--- config.mk ---
export PLATFORM = sky130hd
export DESIGN_NAME = mfloat_decode
export DESIGN_NICKNAME = d
export VERILOG_FILES = /design/src/rtl/mfloat_decode.sv
export SDC_FILE = /design/constraint.sdc
export NUM_CORES = 1
export LEC_CHECK = 0
export BUFFER_PORTS_ARGS = -buffer_cell sky130_fd_sc_hd__buf_4
export CAP_MARGIN = 40
export CORE_MARGIN = 4
export CORE_UTILIZATION = 45
export CTS_BUF_LIST = sky130_fd_sc_hd__clkbuf_2 sky130_fd_sc_hd__clkbuf_4 sky130_fd_sc_hd__clkbuf_8
export CTS_CLUSTER_DIAMETER = 40
export CTS_CLUSTER_SIZE = 24
export DETAILED_ROUTE_END_ITERATION = 8
export GPL_TIMING_DRIVEN = 0
export MAX_ROUTING_LAYER = met4
export PLACE_DENSITY = 0.69
export SLEW_MARGIN = 20
export SYNTH_ARGS = -nofsm -noshare
export SYNTH_HDL_FRONTEND = slang
export SYNTH_SLANG_ARGS = --single-unit
--- constraint.sdc ---
create_clock -name clk -period 2.5 [get_ports clk]
set_clock_uncertainty 0.2 [all_clocks]
set_input_delay 0.375 -clock clk [delete_from_list [all_inputs] [get_ports clk]]
set_output_delay 0.375 -clock clk [all_outputs]
set_load 0.05 [all_outputs]
--- src/rtl/mfloat_decode.sv ---
module mfloat_decode #(
  parameter int EXP_W  = 4,
  parameter int FRAC_W = 3,
  parameter int INT_W  = 8,
  parameter int FIX_W  = 9
) (
  input  logic                   clk,
  input  logic                   rst_n,
  input  logic                   in_valid,
  input  logic [EXP_W+FRAC_W:0]  in_byte,
  output logic                   out_valid,
  output logic [2:0]             class_o,
  output logic                   sign_o,
  output logic [INT_W+FIX_W-1:0] mag_o
);
  localparam int MAG_W = INT_W + FIX_W;
  localparam logic [EXP_W-1:0] EXP_MAX = '1;
  localparam logic [2:0] C_ZERO = 3'd0, C_DEN = 3'd1, C_NORM = 3'd2, C_INF = 3'd3, C_NAN = 3'd4;

  logic [EXP_W-1:0]  e;
  logic [FRAC_W-1:0] f;
  logic [2:0]        cls;
  logic [MAG_W-1:0]  mag;
  logic [MAG_W-1:0]  mant;

  assign e = in_byte[EXP_W+FRAC_W-1:FRAC_W];
  assign f = in_byte[FRAC_W-1:0];
  assign mant = MAG_W'({(e != '0), f});

  always_comb begin
    if (e == EXP_MAX)   cls = (f == '0) ? C_INF : C_NAN;
    else if (e != '0)   cls = C_NORM;
    else if (f != '0)   cls = C_DEN;
    else                cls = C_ZERO;
  end

  always_comb begin
    if (e == EXP_MAX)   mag = '0;
    else if (e == '0)   mag = mant;
    else                mag = mant << (e - 1'b1);
  end

  always_ff @(posedge clk) begin
    if (!rst_n) begin
      out_valid <= 1'b0;
      class_o   <= '0;
      sign_o    <= 1'b0;
      mag_o     <= '0;
    end else begin
      out_valid <= in_valid;
      if (in_valid) begin
        class_o <= cls;
        sign_o  <= in_byte[EXP_W+FRAC_W];
        mag_o   <= mag;
      end
    end
  end

  a_r2_valid_delay: assert property (@(posedge clk) disable iff (!rst_n)
    $past(rst_n) |-> out_valid == $past(in_valid));
  a_r2_hold_idle: assert property (@(posedge clk) disable iff (!rst_n)
    ($past(rst_n) && !$past(in_valid)) |-> ($stable(mag_o) && $stable(class_o) && $stable(sign_o)));
  a_r3_sign_pass: assert property (@(posedge clk) disable iff (!rst_n)
    ($past(rst_n) && $past(in_valid)) |-> sign_o == $past(in_byte[EXP_W+FRAC_W]));
  a_r6_class_legal: assert property (@(posedge clk) disable iff (!rst_n)
    class_o <= C_NAN);
  a_r7_special_zero: assert property (@(posedge clk) disable iff (!rst_n)
    (class_o == C_INF || class_o == C_NAN) |-> mag_o == '0);
  a_r6_zero_mag: assert property (@(posedge clk) disable iff (!rst_n)
    (class_o == C_ZERO) |-> mag_o == '0);
  a_r8_no_overflow: assert property (@(posedge clk) disable iff (!rst_n)
    mag_o <= MAG_W'(17'h1E000));
endmodule

After elaboration in Yosys (flattened, before gate mapping):

Index checks and enable logic that the tools add are counted.
Widths: inputs -> output; s select.

* bits in registers: 22
* input bits: 11
* output and inout port bits: 22
* logic and storage cells: 17

* add/subtract/negate cells: 1
* equal/unequal tests: 1
* shift-type cells: 1
* muxes and demuxes: 6
* reductions and logical operators: 4

Operator list (number)
* $mux 17: 2
* $shl 4x4->17: 1
* $mux 3: 2
* $eq 4x4->1 const B: 1
* $logic_not 4->1: 1
* $reduce_bool 4->1: 1
* $sub 4x1->4 const B: 1
* $logic_not 3->1: 1
* $reduce_bool 3->1: 1
* $mux 2: 1
* $mux 1: 1

Longest topological paths before layout:

* depth after elaboration: 4
* mapped depth: 8
* mapped depth without buffers: 6

Worst setup path before layout:

Ideal clock, no wire load.

* kind: input -> register
* start point: input in_byte[3]
* end point: register mag_o[6]
* setup time: 124 ps
* arrival time: 1707 ps
* data required time: 2176 ps
* setup slack: 470 ps
* stages: 8
* buffers on the path: 2
* path through: buf_2 inv_2 ha_1 buf_2 mux2i_1 mux2i_1 a21oi_1 o21ai_0

* longest elaborated chain between the ends: 4
* elaborated cells on any way between the ends: 7
* those cells by class: 1 x add/sub; 1 x eq/ne; 1 x shift; 2 x mux; 2 x reduce/logical

RTL lines
* start, declared: RTL line 10 `input logic [EXP_W+FRAC_W:0] in_byte,`
* $sub 4x1->4 or $reduce_bool 4->1 (tied branches): RTL line 40, 28
* $shl 4x4->17: RTL line 40 `else mag = mant << (e - 1'b1);`
* $mux 17: RTL line 39 `else if (e == '0) mag = mant;`
* $mux 17 *: RTL line 38 `if (e == EXP_MAX) mag = '0;`
* end signal, assigned: RTL line 54 `mag_o <= mag;`
* end, declared: RTL line 14 `output logic [INT_W+FIX_W-1:0] mag_o`

Mark *: on every way between the ends. The rest lies on a longest branch, timed or not.
A chain may end at the register's enable or synchronous reset.

Worst setup path after layout:

* start point: input in_byte[3]
* end point: register mag_o[10]

The elaborated chain is that of the path after synthesis.

==> impl_metrics.prom <==
# TYPE chip_impl_metric gauge
chip_impl_metric{name="yosys_warnings",unit=""} 0
chip_impl_metric{name="area_delta_synth_final",unit="%"} 26.2
chip_impl_info{name="critical_path.reg2reg.startpoint",value="mag_o[8]"} 1
chip_impl_info{name="hold_class",value="in2reg"} 1
chip_impl_metric{name="number_of_nets_still_failing_antenna_checks_after_routing",unit=""} 0
chip_impl_metric{name="worstRegToRegCells",unit=""} 3
chip_impl_metric{name="clkPwrFrac",unit=""} 0.212
chip_impl_metric{name="switching_share",unit=""} 0.325
chip_impl_info{name="timing.hold.worst_endpoint",value="sign_o"} 1
chip_impl_metric{name="syn_area_per_cell",unit="um^2"} 8.52
chip_impl_metric{name="arrival",unit="ps"} 2090
chip_impl_metric{name="dp_hpwl",unit="mm"} 1.98
chip_impl_metric{name="synth_cell_type_count",unit=""} 42
chip_impl_metric{name="die_area",unit="mm^2"} 0.00332
chip_impl_metric{name="layout.core_utilization",unit=""} 0.614
chip_impl_metric{name="drt_pass1_iterations",unit=""} 4
chip_impl_metric{name="min_delay_path_depth",unit=""} 3
chip_impl_metric{name="gp_routability_congestion",unit=""} 0.836
chip_impl_metric{name="cts_repair_resize_count",unit=""} 0
chip_impl_metric{name="ff_latch_area",unit="um^2"} 440
chip_impl_metric{name="finalNonFillerCells",unit=""} 192
chip_impl_metric{name="die-width",unit="um"} 57.6
chip_impl_metric{name="fillers",unit=""} 214
chip_impl_metric{name="tritoncts.num_buffers",unit=""} 3
chip_impl_metric{name="ctsHoldBuffers",unit=""} 0
chip_impl_metric{name="worst_slew_pin_slew",unit="ps"} 525
chip_impl_metric{name="initial_util",unit=""} 0.487
chip_impl_metric{name="wirelength",unit="mm"} 2.49
chip_impl_metric{name="wl_per_cell",unit="um"} 13.0
chip_impl_metric{name="final-max-slew-violation-count",unit=""} 0
chip_impl_metric{name="slew-limit-headroom",unit=""} 0.647
chip_impl_metric{name="placeableCoreArea",unit="mm^2"} 0.00228
chip_impl_metric{name="grt_pass1_wl",unit="mm"} 4.40
chip_impl_info{name="timing.critical_path.to_type",value="flip-flop"} 1
chip_impl_metric{name="clkLatencyLatePin",unit="ps"} 300
chip_impl_metric{name="drt_drc_violations_left",unit=""} 0
chip_impl_metric{name="grt_antenna_before_repair",unit=""} 0
chip_impl_metric{name="multi_input_comb_area",unit="um^2"} 627
chip_impl_metric{name="number_of_flip_flops_and_latches_in_the_synthesized_netlist",unit=""} 22
chip_impl_metric{name="ctsLongestPathBuffers",unit=""} 2
chip_impl_metric{name="dp_cells",unit=""} 189
chip_impl_metric{name="post-route-min-period",unit="ps"} 2110
chip_impl_metric{name="via_per_inst",unit=""} 5.39
chip_impl_metric{name="final_nets",unit=""} 179
chip_impl_metric{name="synth_seq_area_share",unit=""} 0.398
chip_impl_metric{name="timing.setup.tns",unit="ps"} 0
chip_impl_metric{name="crit_required",unit="ps"} 2490
chip_impl_metric{name="clkSlewWorstSetupHoldPaths",unit="ps"} 110
chip_impl_metric{name="cts_setup_buffers",unit=""} 0
chip_impl_metric{name="setup_slack_of_the_most_critical_reg_to_reg_path",unit="ps"} 1420
chip_impl_metric{name="max-vdd-ir-drop",unit="V"} 0.000298
chip_impl_metric{name="grt_util_all_layers",unit=""} 0.173
chip_impl_metric{name="top_level_i_o_count",unit=""} 33
chip_impl_info{name="critical_path_class",value="in2reg"} 1
chip_impl_metric{name="final_layout_size_suffix_gt1_frac",unit=""} 0.274
chip_impl_metric{name="worstPathMaxFanout",unit=""} 10
chip_impl_info{name="outcome",value="completed"} 1
chip_impl_metric{name="cts-htree-levels",unit=""} 1
chip_impl_metric{name="max_capacitance_violation_count",unit=""} 0
chip_impl_metric{name="p_leak",unit="nW"} 0.599
chip_impl_metric{name="fmax",unit="MHz"} 475
chip_impl_metric{name="grt-ovfl-total",unit=""} 0
chip_impl_info{name="cts_tree",value="built"} 1
chip_impl_info{name="buffer_cell_driving_the_clock_tree_root",value="clkbuf_4"} 1
chip_impl_metric{name="fp.dieH",unit="um"} 57.6
chip_impl_metric{name="synth_cells",unit=""} 130
chip_impl_metric{name="power_switching",unit="W"} 0.000237
chip_impl_metric{name="grt_max_degree",unit=""} 12
chip_impl_metric{name="hold_viol_final",unit=""} 0
chip_impl_metric{name="port_buffers",unit=""} 31
chip_impl_metric{name="post_synth_instance_area",unit="mm^2"} 0.00111
chip_impl_metric{name="powerDensity",unit="mW/mm^2"} 523
chip_impl_info{name="min_from",value="in_byte[7]"} 1
chip_impl_metric{name="power_frac_seq",unit=""} 0.510
chip_impl_metric{name="cell_internal_pwr",unit="W"} 0.000493
chip_impl_metric{name="fin_crit_sh",unit=""} 0.842
chip_impl_info{name="r2r_end",value="mag_o[8]"} 1
chip_impl_metric{name="diodes",unit=""} 0
chip_impl_info{name="setup.worst_path.start_class",value="input pin"} 1
chip_impl_metric{name="number_of_global_route_vias_before_repair",unit=""} 1040
chip_impl_metric{name="floorplan.rows",unit=""} 17
chip_impl_metric{name="p_total",unit="W"} 0.000730
chip_impl_metric{name="p_comb_frac",unit=""} 0.277
chip_impl_metric{name="whs",unit="ps"} 129
chip_impl_metric{name="mappedNetlistNets",unit=""} 143
chip_impl_metric{name="detailroute.via_count",unit=""} 1035
chip_impl_info{name="unrepaired_setup_endpoints_after_global_routing",value="false"} 1
chip_impl_metric{name="first_iter_violations",unit=""} 15
chip_impl_metric{name="setup_viol",unit=""} 0
chip_impl_metric{name="cts_sinks",unit=""} 22
-- power by group through the flow --
stage | clock network [W] | registers, W | logic [W]
finish | 0.000155 | 0.000373 | 0.000203
global route | 0.000181 | 0.000375 | 0.000220
CTS | 0.000160 | 0.000373 | 0.000203
detailed placement | 0 | 0.000381 | 0.000203
global placement | 0 | 0.000380 | 0.000199
floorplan | 0 | 0.000433 | 0.0000879
-- worst max-delay path, stage by stage --
cell and delay, ps:
buf_4 120, buf_2 180, inv_2 130, ha_1 290, nor3b_2 450, nor3b_2 120, nand2b_1 250, o221ai_1 170
-- cell usage after synthesis --
cell type / count / area, um^2
nand2b_1: 3 / 18.8
nor3_2: 1 / 10.0
nand4_1: 1 / 6.26
or4_1: 1 / 7.51
nor3_1: 4 / 20.0
a22o_1: 1 / 8.76
mux2_2: 1 / 11.3
o21ai_1: 8 / 40.0
and3_1: 3 / 18.8
ha_1: 2 / 25.0
buf_4: 1 / 7.51
xor2_2: 1 / 16.3
o22ai_1: 1 / 6.26
dfxtp_1: 22 / 440
xnor2_1: 2 / 17.5
nand2_1: 22 / 82.6
o21ai_0: 10 / 50.1
inv_2: 1 / 3.75
clkbuf_1: 2 / 7.51
maj3_1: 1 / 10.0
and2_1: 1 / 6.26
or2_2: 1 / 6.26
inv_1: 3 / 11.3
o221ai_1: 1 / 8.76
nor4bb_1: 1 / 10.0
nand3b_1: 2 / 15.0
a211oi_2: 1 / 12.5
mux2i_1: 6 / 60.1
nor3b_1: 1 / 7.51
nor2_1: 4 / 15.0
a2bb2oi_1: 1 / 8.76
a21oi_1: 2 / 10.0
nand3_1: 1 / 5.00
o2bb2ai_1: 1 / 8.76
o31ai_1: 1 / 7.51
o21bai_1: 1 / 7.51
a31oi_1: 3 / 18.8
buf_2: 2 / 10.0
nor2b_1: 5 / 31.3
nor3b_2: 2 / 25.0
or3_1: 1 / 6.26
a21boi_0: 1 / 7.51
-- area by class of cell --
class	count	area share
Multi-Input combinational cell	99	0.449
Sequential cell	22	0.315
Timing Repair Buffer	31	0.167
Tap cell	28	0.0251
Buffer	5	0.0179
Clock buffer	3	0.0161
Inverter	4	0.0107
-- how the worst max path moves through the flow --
stage / slack, ps / startpoint / cells after the start / to
CTS: 400 / in_byte[3] / 8 / mag_o[10]
detailed placement: 70 / in_byte[3] / 8 / mag_o[10]
floorplan: 470 / in_byte[3] / 8 / mag_o[6]
global route: 260 / in_byte[3] / 8 / mag_o[10]
finish: 390 / in_byte[3] / 8 / mag_o[10]
global placement: 90 / in_byte[3] / 8 / mag_o[10]
-- placed cells by master, fill, tap and decap left out, drive strengths merged --
master / instances
o22ai: 1
nor3b: 3
xor2: 1
clkbuf: 5
nand4: 1
o21bai: 1
o31ai: 1
o21ai: 18
nor2b: 5
nand3b: 2
mux2: 1
nor2: 4
ha: 2
inv: 4
buf: 34
a22o: 1
dfxtp: 22
and2: 1
o2bb2ai: 1
a31oi: 3
and3: 3
a2bb2oi: 1
nand3: 1
mux2i: 6
nand2b: 3
maj3: 1
or3: 1
or2: 1
a21oi: 2
nor3: 5
xnor2: 2
a211oi: 1
or4: 1
nand2: 22
a21boi: 1
o221ai: 1
nor4bb: 1
-- metal layers --
metal / GRT usage / up-vias / wire length [um]
li1: - / 523 / -
met1: 0.210 / 470 / 1160
met2: 0.277 / 37 / 1140
met3: 0.0317 / 5 / 139
met4: 0.0762 / 0 / 42
met5: - / - / 0
-- cells by family (layout without fill, tap and decap cells) --
| logic type | count (synthesis) | in the layout | share of synthesized area |
|---|---|---|---|
| buf+inv | 9 | 43 | 0.0362 |
| simple gates | 54 | 54 | 0.263 |
| compound gates | 32 | 32 | 0.176 |
| fa+ha+maj | 3 | 3 | 0.0316 |
| mux | 7 | 7 | 0.0644 |
| xor+xnor | 3 | 3 | 0.0305 |
| flops | 22 | 22 | 0.398 |
-- state kept, by name, indices dropped and copies added (netlist names) --
| signal | flops |
|---|---|
| class_o | 3 |
| sign_o | 1 |
| out_valid | 1 |
| mag_o | 17 |
-- stage by stage --
| step | setup slack [ps] | instance area [um^2] |
|---|---|---|
| floorplan | 470 | 1110 |
| finish | 394 | 1400 |
| global route | 261 | 1400 |
| CTS | 405 | 1400 |
| global placement | 88.5 | 1380 |
| detailed placement | 72.3 | 1380 |
Note: power is estimated with default switching activity, not from simulation.
